**src/rtl/bw_pkg.sv**
```systemverilog
package bw_pkg;

    // Source of an address or a data word for one memory write
    typedef enum logic [1:0] {
        SEL_ZERO = 2'd0,
        SEL_ONES = 2'd1,
        SEL_OPA  = 2'd2,
        SEL_OPB  = 2'd3
    } sel_e;

    typedef struct packed {
        sel_e addr;
        sel_e data;
    } step_t;

    localparam int NUM_STEPS = 3;

    // Element 0 is the first write; its address also names the read
    typedef step_t [NUM_STEPS-1:0] prog_t;

    typedef enum logic [2:0] {
        ST_IDLE = 3'd0,
        ST_WR0  = 3'd1,
        ST_WR1  = 3'd2,
        ST_WR2  = 3'd3,
        ST_READ = 3'd4
    } seq_state_e;

    function automatic prog_t make_prog(
        input sel_e a0, input sel_e d0,
        input sel_e a1, input sel_e d1,
        input sel_e a2, input sel_e d2
    );
        prog_t p;
        p[0] = '{addr: a0, data: d0};
        p[1] = '{addr: a1, data: d1};
        p[2] = '{addr: a2, data: d2};
        return p;
    endfunction

    // Per-opcode write program. Per bit, the memory is a two-cell array
    // r[]; the result is r[first address] after the three writes.
    function automatic prog_t lookup_prog(input logic [3:0] op);
        prog_t p;
        case (op)
            4'd0:  p = make_prog(SEL_ZERO, SEL_ZERO, SEL_OPA,  SEL_ZERO, SEL_OPB,  SEL_ZERO);
            4'd1:  p = make_prog(SEL_ZERO, SEL_ONES, SEL_OPA,  SEL_ZERO, SEL_OPB,  SEL_ZERO);
            4'd2:  p = make_prog(SEL_ZERO, SEL_ZERO, SEL_OPA,  SEL_ZERO, SEL_OPB,  SEL_OPA);
            4'd3:  p = make_prog(SEL_ZERO, SEL_ONES, SEL_OPA,  SEL_ZERO, SEL_OPB,  SEL_OPA);
            4'd4:  p = make_prog(SEL_ZERO, SEL_ZERO, SEL_OPB,  SEL_ZERO, SEL_OPA,  SEL_OPB);
            4'd5:  p = make_prog(SEL_ZERO, SEL_ONES, SEL_OPB,  SEL_ZERO, SEL_OPA,  SEL_OPB);
            4'd6:  p = make_prog(SEL_ZERO, SEL_ZERO, SEL_OPA,  SEL_ONES, SEL_OPB,  SEL_OPA);
            4'd7:  p = make_prog(SEL_ZERO, SEL_ONES, SEL_OPA,  SEL_ONES, SEL_OPB,  SEL_OPA);
            4'd8:  p = make_prog(SEL_ONES, SEL_ONES, SEL_OPA,  SEL_ZERO, SEL_OPB,  SEL_ZERO);
            4'd9:  p = make_prog(SEL_ONES, SEL_ONES, SEL_OPA,  SEL_ZERO, SEL_OPB,  SEL_OPA);
            4'd10: p = make_prog(SEL_ONES, SEL_ONES, SEL_OPA,  SEL_ONES, SEL_OPB,  SEL_ZERO);
            4'd11: p = make_prog(SEL_ONES, SEL_ONES, SEL_OPA,  SEL_ONES, SEL_OPB,  SEL_OPA);
            4'd12: p = make_prog(SEL_ONES, SEL_ONES, SEL_OPA,  SEL_ZERO, SEL_ZERO, SEL_ZERO);
            4'd13: p = make_prog(SEL_ONES, SEL_ONES, SEL_OPA,  SEL_ZERO, SEL_OPB,  SEL_ONES);
            4'd14: p = make_prog(SEL_ZERO, SEL_ZERO, SEL_OPA,  SEL_ONES, SEL_OPB,  SEL_ONES);
            default: p = make_prog(SEL_ONES, SEL_ONES, SEL_OPA, SEL_ONES, SEL_OPB,  SEL_ONES);
        endcase
        return p;
    endfunction

endpackage

```
**src/rtl/bw_step_rom.sv**
```systemverilog
module bw_step_rom
    import bw_pkg::*;
(
    input  logic [3:0] opcode,
    output prog_t      prog
);

    always_comb begin
        prog = lookup_prog(opcode);
    end

    // Every program starts at a constant address, so the read is fully
    // determined by the three writes
    always_comb begin
        assert (prog[0].addr == SEL_ZERO || prog[0].addr == SEL_ONES)
            else $error("p_const_first_addr_r7: first address not constant");
    end

endmodule

```
**src/rtl/bw_twin_mem.sv**
```systemverilog
module bw_twin_mem #(
    parameter int W = 8
) (
    input  logic         clk,
    input  logic         rst,
    input  logic         wr_en,
    input  logic [W-1:0] wr_addr,
    input  logic [W-1:0] wr_data,
    input  logic [W-1:0] rd_addr,
    output logic [W-1:0] rd_data
);

    // cell_lo[i] is selected when address bit i is 0, cell_hi[i] when 1
    logic [W-1:0] cell_lo;
    logic [W-1:0] cell_hi;

    for (genvar i = 0; i < W; i++) begin : g_pair
        always_ff @(posedge clk) begin
            if (rst) begin
                cell_lo[i] <= 1'b0;
                cell_hi[i] <= 1'b0;
            end else if (wr_en) begin
                if (wr_addr[i]) begin
                    cell_hi[i] <= wr_data[i];
                end else begin
                    cell_lo[i] <= wr_data[i];
                end
            end
        end

        assign rd_data[i] = rd_addr[i] ? cell_hi[i] : cell_lo[i];

        // the cell not addressed by this write keeps its value
        p_other_cell_kept_r2: assert property (@(posedge clk) disable iff (rst)
            wr_en && wr_addr[i] |=> $stable(cell_lo[i]));
        p_other_cell_kept_hi_r2: assert property (@(posedge clk) disable iff (rst)
            wr_en && !wr_addr[i] |=> $stable(cell_hi[i]));
    end

    // no write, no change anywhere
    p_idle_mem_stable_r2: assert property (@(posedge clk) disable iff (rst)
        !wr_en |=> $stable(cell_lo) && $stable(cell_hi));

endmodule

```
**src/rtl/bw_sequencer.sv**
```systemverilog
module bw_sequencer
    import bw_pkg::*;
#(
    parameter int W = 8
) (
    input  logic         clk,
    input  logic         rst,
    input  logic         start,
    input  prog_t        prog_in,
    input  logic [W-1:0] a,
    input  logic [W-1:0] b,
    output logic         mem_we,
    output logic [W-1:0] mem_waddr,
    output logic [W-1:0] mem_wdata,
    output logic [W-1:0] mem_raddr,
    input  logic [W-1:0] mem_rdata,
    output logic [W-1:0] result,
    output logic         done
);

    seq_state_e   state_q;
    seq_state_e   state_d;
    prog_t        prog_q;
    logic [W-1:0] opa_q;
    logic [W-1:0] opb_q;
    step_t        cur_step;

    function automatic logic [W-1:0] pick(input sel_e s, input logic [W-1:0] va,
                                          input logic [W-1:0] vb);
        logic [W-1:0] v;
        case (s)
            SEL_ZERO: v = '0;
            SEL_ONES: v = '1;
            SEL_OPA:  v = va;
            default:  v = vb;
        endcase
        return v;
    endfunction

    always_comb begin
        state_d = state_q;
        case (state_q)
            ST_IDLE: if (start) state_d = ST_WR0;
            ST_WR0:  state_d = ST_WR1;
            ST_WR1:  state_d = ST_WR2;
            ST_WR2:  state_d = ST_READ;
            default: state_d = ST_IDLE;
        endcase
    end

    always_comb begin
        case (state_q)
            ST_WR1:  cur_step = prog_q[1];
            ST_WR2:  cur_step = prog_q[2];
            default: cur_step = prog_q[0];
        endcase
        mem_we    = (state_q == ST_WR0) || (state_q == ST_WR1) || (state_q == ST_WR2);
        mem_waddr = pick(cur_step.addr, opa_q, opb_q);
        mem_wdata = pick(cur_step.data, opa_q, opb_q);
        mem_raddr = pick(prog_q[0].addr, opa_q, opb_q);
    end

    always_ff @(posedge clk) begin
        if (rst) begin
            state_q <= ST_IDLE;
            prog_q  <= '0;
            opa_q   <= '0;
            opb_q   <= '0;
            result  <= '0;
            done    <= 1'b0;
        end else begin
            state_q <= state_d;
            done    <= 1'b0;
            if (state_q == ST_IDLE && start) begin
                prog_q <= prog_in;
                opa_q  <= a;
                opb_q  <= b;
            end
            if (state_q == ST_READ) begin
                result <= mem_rdata;
                done   <= 1'b1;
            end
        end
    end

    // one-cycle done pulse, preceded by the read state
    p_done_single_r4: assert property (@(posedge clk) disable iff (rst)
        done |=> !done);
    p_done_after_read_r4: assert property (@(posedge clk) disable iff (rst)
        $rose(done) |-> $past(state_q) == ST_READ);
    p_write_order_r4: assert property (@(posedge clk) disable iff (rst)
        state_q == ST_WR0 |=> state_q == ST_WR1 ##1 state_q == ST_WR2 ##1 state_q == ST_READ);

    // a start during an operation does not restart it
    p_busy_ignores_start_r5: assert property (@(posedge clk) disable iff (rst)
        (state_q != ST_IDLE) && start |=> state_q != ST_WR0);

    // result only moves together with done
    p_result_held_r6: assert property (@(posedge clk) disable iff (rst)
        !done |-> $stable(result));

    // captured operands stay fixed while the program runs
    p_operands_frozen_r8: assert property (@(posedge clk) disable iff (rst)
        state_q != ST_IDLE && state_q != ST_READ |=> $stable(opa_q) && $stable(opb_q));

endmodule

```
**src/rtl/bw_twin_unit.sv**
```systemverilog
module bw_twin_unit
    import bw_pkg::*;
#(
    parameter int W = 8
) (
    input  logic         clk,
    input  logic         rst,
    input  logic         start,
    input  logic [3:0]   opcode,
    input  logic [W-1:0] a,
    input  logic [W-1:0] b,
    output logic [W-1:0] result,
    output logic         done
);

    prog_t        prog;
    logic         mem_we;
    logic [W-1:0] mem_waddr;
    logic [W-1:0] mem_wdata;
    logic [W-1:0] mem_raddr;
    logic [W-1:0] mem_rdata;

    bw_step_rom u_rom (
        .opcode (opcode),
        .prog   (prog)
    );

    bw_sequencer #(.W(W)) u_seq (
        .clk       (clk),
        .rst       (rst),
        .start     (start),
        .prog_in   (prog),
        .a         (a),
        .b         (b),
        .mem_we    (mem_we),
        .mem_waddr (mem_waddr),
        .mem_wdata (mem_wdata),
        .mem_raddr (mem_raddr),
        .mem_rdata (mem_rdata),
        .result    (result),
        .done      (done)
    );

    bw_twin_mem #(.W(W)) u_mem (
        .clk     (clk),
        .rst     (rst),
        .wr_en   (mem_we),
        .wr_addr (mem_waddr),
        .wr_data (mem_wdata),
        .rd_addr (mem_raddr),
        .rd_data (mem_rdata)
    );

    // outputs quiet in the cycle after reset
    p_reset_quiet_r1: assert property (@(posedge clk)
        $fell(rst) |-> !done && result == '0);

endmodule

```
**config.mk**
```make
export PLATFORM = sky130hd
export DESIGN_NAME = bw_twin_unit
export DESIGN_NICKNAME = d
export VERILOG_FILES = /design/src/rtl/bw_pkg.sv /design/src/rtl/bw_step_rom.sv /design/src/rtl/bw_twin_mem.sv /design/src/rtl/bw_sequencer.sv /design/src/rtl/bw_twin_unit.sv
export SDC_FILE = /design/constraint.sdc
export NUM_CORES = 1
export LEC_CHECK = 0
export BUFFER_PORTS_ARGS = -buffer_cell sky130_fd_sc_hd__buf_2
export CORE_AREA = 2 2 86 88
export CTS_BUF_LIST = sky130_fd_sc_hd__clkbuf_8
export DETAILED_ROUTE_END_ITERATION = 7
export DIE_AREA = 0 0 88 90
export GPL_TIMING_DRIVEN = 0
export PLACE_DENSITY_LB_ADDON = 0.12
export SLEW_MARGIN = 40
export SYNTH_ARGS = -nofsm -noshare
export SYNTH_HDL_FRONTEND = slang
export SYNTH_HIERARCHICAL = 1
export SYNTH_SLANG_ARGS = --single-unit
```
**constraint.sdc**
```tcl
create_clock -name clk -period 3.2 [get_ports clk]
set_input_delay 0.32 -clock clk [delete_from_list [all_inputs] [get_ports clk]]
set_output_delay 0.32 -clock clk [all_outputs]
set_load 0.01 [all_outputs]
```
Word-level counts from Yosys, hierarchy flattened
Memory sizes are Yosys's and may differ from the RTL's. A register that Yosys moved wholly into a read port is not among the register bits.
Cells that the tools add are included.
- equality and inequality tests: 11
- mux-type cells: 15
- bitwise logic cells: 8
- reduce and logical (&&, ||, !) cells: 23
- operators by type and width (cell ; count):
    8-bit one-hot mux with 3 select lines ; 3
    2-bit AND reduction ; 16
    3-bit one-hot mux with 4 select lines ; 1
    1-bit two-way mux ; 9
    1-bit NOT ; 8
    4-bit one-hot mux with 2 select lines ; 1
    2-bit by 1-bit equality test with 1-bit output, second input constant ; 3
    2-bit equality test, second input constant ; 3
    3-bit by 2-bit equality test with 1-bit output, second input constant ; 2
    2-bit zero test ; 3
    3-bit by 1-bit equality test with 1-bit output, second input constant ; 1
    3-bit equality test, second input constant ; 1
    3-bit zero test ; 1
    3-bit two-way mux ; 1
    1-bit logical OR ; 2
    2-bit inequality test, second input constant ; 1
    1-bit logical AND ; 1
- flip-flop bits (word level): 52
- bits in read-only memories: 128
- bits of input ports: 23
- output and inout bits: 9
- word-level logic and storage cells: 83
- memories kept: 1
- memory list (name ; depth ; bits a word ; read ports ; clocked after Yosys merged registers in ; wr ports ; RTL line ; source):
    (no name shown) ; 16 ; 8 ; 1 ; 1 ; 0 ; bw_pkg.sv:45 ; case (op)

Logic depth before layout (Yosys ltp)
- word-level depth: 6
- depth in mapped cells: 8
- gate-level depth less buffers: 6

Modules after synthesis
Netlist, hierarchy kept.
- by module, submodules not included (module ; instances ; cells each ; area each (µm²)):
    bw_sequencer ; 1 ; 249 ; 1964.4
    bw_twin_mem ; 1 ; 85 ; 844.6
    bw_step_rom ; 1 ; 23 ; 142.6

Least setup slack after synthesis
Ideal clock, no wire load.
- path kind: register -> register
- from: register u_seq.state_q[0]
- to: register u_mem.cell_lo[1]
- setup time: 0.069 ns
- arrival: 1.937 ns
- data required time: 3.131 ns
- slack: 1.194 ns
- cell stages (with the launch flop): 8
- buffers on the path: 1
- period minus slack after synthesis: 2.006 ns
- path through: dfxtp_1 -> buf_6 -> mux2_4 -> mux2i_4 -> nand3b_4 -> a2bb2oi_1 -> or4bb_1 -> o21ai_1
- elaborated cells between the ends (all ways): 16
- those cells by class: eq/ne: 7; mux: 3; bitwise: 1; reduce/logical: 5
- RTL lines (what ; RTL line ; source):
    start: declaration ; bw_sequencer.sv:21 ; seq_state_e state_q;
    start signal: assignment ; bw_sequencer.sv:72 ; state_q <= state_d;
    3-bit by 2-bit equality test with 1-bit output ; bw_sequencer.sv:52 ; case (state_q)
    4-bit one-hot mux with 2 select lines (*) ; bw_sequencer.sv:52 ;
    2-bit equality test (tied with other cells) ; bw_sequencer.sv:31 ; case (s)
    8-bit one-hot mux with 3 select lines (*) ; bw_sequencer.sv:31 ;
    named net mem_wdata[1] ; bw_twin_unit.sv:19 ; logic [W-1:0] mem_wdata;
    end signal: indexed assignment ; bw_twin_mem.sv:26 ; cell_lo[i] <= wr_data[i];
    end: declaration ; bw_twin_mem.sv:14 ; logic [W-1:0] cell_lo;
The timed path passes the listed nets; every way through them passes the cells marked *.
A chain may end at the register's enable or synchronous reset.

Worst setup path in the final report
- from: register u_seq.state_q[0]
- to: register u_mem.cell_lo[2]
The elaborated chain is that of the path after synthesis.

==> run metrics <==
source-to-sink clock delay at the later pin of the worst-skew pair 0.32 ns; number of max-cap violations 0; Final period util 72.8%; CP arrival 2.57 ns; crit-path cells buf_6, mux2_4, mux2i_4, nand3b_4, a2bb2oi_1, or4bb_1, o21ai_1; pin count of the biggest net entering global routing 17; worst clock skew 0.0115 ns; CP startpoint kind register; GRT Resource Usage Total 19.4%; clock transition time at the flip-flop clock pins of the worst setup and hold paths 0.10 ns; cell area after layout 3360 µm²; core outline area 7020 µm²; leakage dissipation 1.33 nW; buffer type at the clock tree root sky130_fd_sc_hd__clkbuf_8; CTS Buf Count 5; start-to-end type of the worst setup path register to register; first-pass GRT wire length 12100 µm; sequential-to-total area share from yosys stat 38.0%; quantity of I/O buffers inserted on ports 30; fraction of layout cells with a size suffix above 1 21.5%; Antenna Diode Count 0; share of synthesized cell area in and, or, nand and nor gates 27.1%; number of global-route vias before repair 2587; type of element capturing the critical path register; H-tree depth reported by CTS 2; total congestion overflow 0; area share of fa/ha/maj cells after synthesis 0%; P per Cell Area 501 nW/µm²; sinks on the clock net 56; Cell Area, Placed 3230 µm²; maximum buffer depth of the clock tree 2; critical path's largest stage delay 0.50 ns; critical-path cell with the highest stage delay sky130_fd_sc_hd__or4bb_1; Cell Area, Synth 2950 µm²; compound-gate portion of the synthesized area 21.5%; CP Data Required Time 3.45 ns; Horiz. Die Dim 88 µm; WL per Instance 14.8 µm; Synth Warn # 6; Iter 0 DRT Violations 118; sum of negative setup slack 0 ns; final antenna-violating net count 0; top library cells by usage in the layout, fill and taps aside sky130_fd_sc_hd__nand2_1, sky130_fd_sc_hd__dfxtp_1, sky130_fd_sc_hd__a21oi_1; most common cell after layout, fill and taps aside sky130_fd_sc_hd__nand2_1; fillers 722; vertical die dimension 90 µm; post-synthesis register bit count 56; most area-hungry cell type in the Yosys netlist sky130_fd_sc_hd__dfxtp_1; transition time of the tightest slew-check pin 0.602 ns; highest fanout seen on the critical path 10; post-route non-filler standard cell count 495; status completed; combinational family with the most area after synthesis simple AND/OR/NAND/NOR gates; unrepaired setup endpoints after global routing no; mean number of vias per cell 5.18; area overhead of the layout relative to synthesis 13.9%; post-layout util 47.9%; Via Count 2565; placed wire-length estimate 5350 µm; Final setup violation count 0; Placed Cells 488; max frequency 429 MHz; detailed-routing iteration count for the pre-antenna-repair pass 4; Detailed Route WL 7310 µm; post-synthesis async set-or-reset flop share 0%; post-synthesis xor/xnor area fraction 0.297%; Cells after Synth 357; post-synth cell types 41; number of setup buffers added after CTS 0; TritonCTS clock tree built; Rel. slew slack 59.7%; Tightest Hold Check Type input pin to register; leading cell types by total area after synthesis sky130_fd_sc_hd__dfxtp_1, sky130_fd_sc_hd__nand2_1, sky130_fd_sc_hd__a21oi_1; multiplexer fraction of the synthesized cell area 5.47%; detailed-route DRC error count 0; I/O Pins 32; Final Critical Period 2.33 ns; number of failing hold endpoints at the final stage 0; RD Place Congestion 0.860; antenna violations before repair 0; Resize count post-CTS 0; final-report max-slew violation count 0; number of synthesized flops with an enable pin 0; ys flop type sky130_fd_sc_hd__dfxtp_1; count of nets after finishing 419; Max IR drop VDD 0.185 mV; Post-Synthesis Mean Instance Area 8.27 µm²; full die area 7920 µm²; sum of internal, switching and leakage power 1.69 mW; share of Yosys cell area claimed by the top area cell type 38.0%; hold buffer count at cts 0; Hold Path Stages 3; Initial Utilization 42.0%; cells on worst reg2reg path 7; number of core rows 31
## cells in the mapped netlist (3+ instances only)
master,number
sky130_fd_sc_hd__nor2_1,6
sky130_fd_sc_hd__nor3_1,3
sky130_fd_sc_hd__buf_2,5
sky130_fd_sc_hd__dfxtp_1,56
sky130_fd_sc_hd__mux2_2,9
sky130_fd_sc_hd__buf_6,4
sky130_fd_sc_hd__and2b_2,3
sky130_fd_sc_hd__a2bb2oi_1,16
sky130_fd_sc_hd__inv_1,9
sky130_fd_sc_hd__a31oi_1,8
sky130_fd_sc_hd__a21oi_1,50
sky130_fd_sc_hd__nand2b_1,8
sky130_fd_sc_hd__o21ai_0,3
sky130_fd_sc_hd__nand3_1,24
sky130_fd_sc_hd__clkbuf_1,9
sky130_fd_sc_hd__a21bo_2,6
sky130_fd_sc_hd__o21ai_1,6
sky130_fd_sc_hd__nand4bb_1,5
sky130_fd_sc_hd__buf_4,10
sky130_fd_sc_hd__or4bb_1,3
sky130_fd_sc_hd__nor2b_1,9
sky130_fd_sc_hd__nand2_1,77
## metal layers
| layer | wire length [µm] | vias up | track usage [%] |
|---|---|---|---|
| met5 | 0 | - | 0 |
| met2 | 3250 | 61 | 30.2 |
| met4 | 207 | 0 | 8.33 |
| met3 | 283 | 16 | 2.94 |
| met1 | 3560 | 1183 | 26.4 |
| li1 | - | 1305 | - |
## power breakdown
group | leakage (nW) | internal [mW] | total, mW | switching (mW)
combinational | 0.807 | 0.155 | 0.369 | 0.214
sequential | 0.456 | 0.737 | 0.771 | 0.0343
clock | 0.0642 | 0.308 | 0.545 | 0.237
## worst max-delay path: cells and delay by family, from the launching register on
kind                   cells  cell delay, ns
AO/OA/AOI/OAI              2            0.33
buffers and inverters      1            0.16
AND/OR/NAND/NOR            2            0.77
multiplexers               2            0.64
flip-flops                 1            0.36
## state kept, by name (all words and copies together), names as in the netlist
name,count
u_seq/result,8
u_mem/cell_lo,8
u_mem/cell_hi,8
u_seq/state_q,3
u_seq/opb_q,8
u_seq/prog_q,12
u_seq/opa_q,8
u_seq/done,1
## path summary, 6_finish.rpt
path / slack, ns / end / from
hold / removal: 0.23 / u_seq/opa_q[2]$_SDFFE_PP0P_ / a[2]
hold reg to reg: 0.46 / u_seq/result[1]$_SDFFE_PP0P_ / u_seq/result[1]$_SDFFE_PP0P_
setup / recovery: 0.87 / u_mem/cell_lo[2]$_SDFFE_PP0P_ / u_seq/state_q[0]$_SDFFE_PP0P_
setup reg to reg: 0.87 / u_mem/cell_lo[2]$_SDFFE_PP0P_ / u_seq/state_q[0]$_SDFFE_PP0P_
## stage by stage
step	hold WS, ns	worst slack [ns]
2_1_floorplan	0.432	1.19
3_3_place_gp	0.441	0.894
4_1_cts	0.226	0.876
3_5_place_dp	0.443	0.913
5_1_grt	0.225	0.740
6_report	0.227	0.872
## cells by family (layout without fill, tap and decap cells)
kind of cell | after synthesis | count (layout)
AO/OA/AOI/OAI | 99 | 99
XOR/XNOR | 1 | 1
buffers and inverters | 38 | 75
flip-flops | 56 | 56
multiplexers | 12 | 12
other | 2 | 4
AND/OR/NAND/NOR | 149 | 149
## cell type report
cell class              count  area, µm²  share of cell area, %
clock inverters             2       60.1                   1.79
plain buffers              29        183                   5.43
flip-flops and latches     56       1120                   33.3
well taps                  99        124                   3.68
multi-input cells         265       1620                   48.2
repair buffers             30        150                   4.47
inverters                   9       33.8                   1.00
clock buffers               5       68.8                   2.05
(Power assumes the default switching activity.)
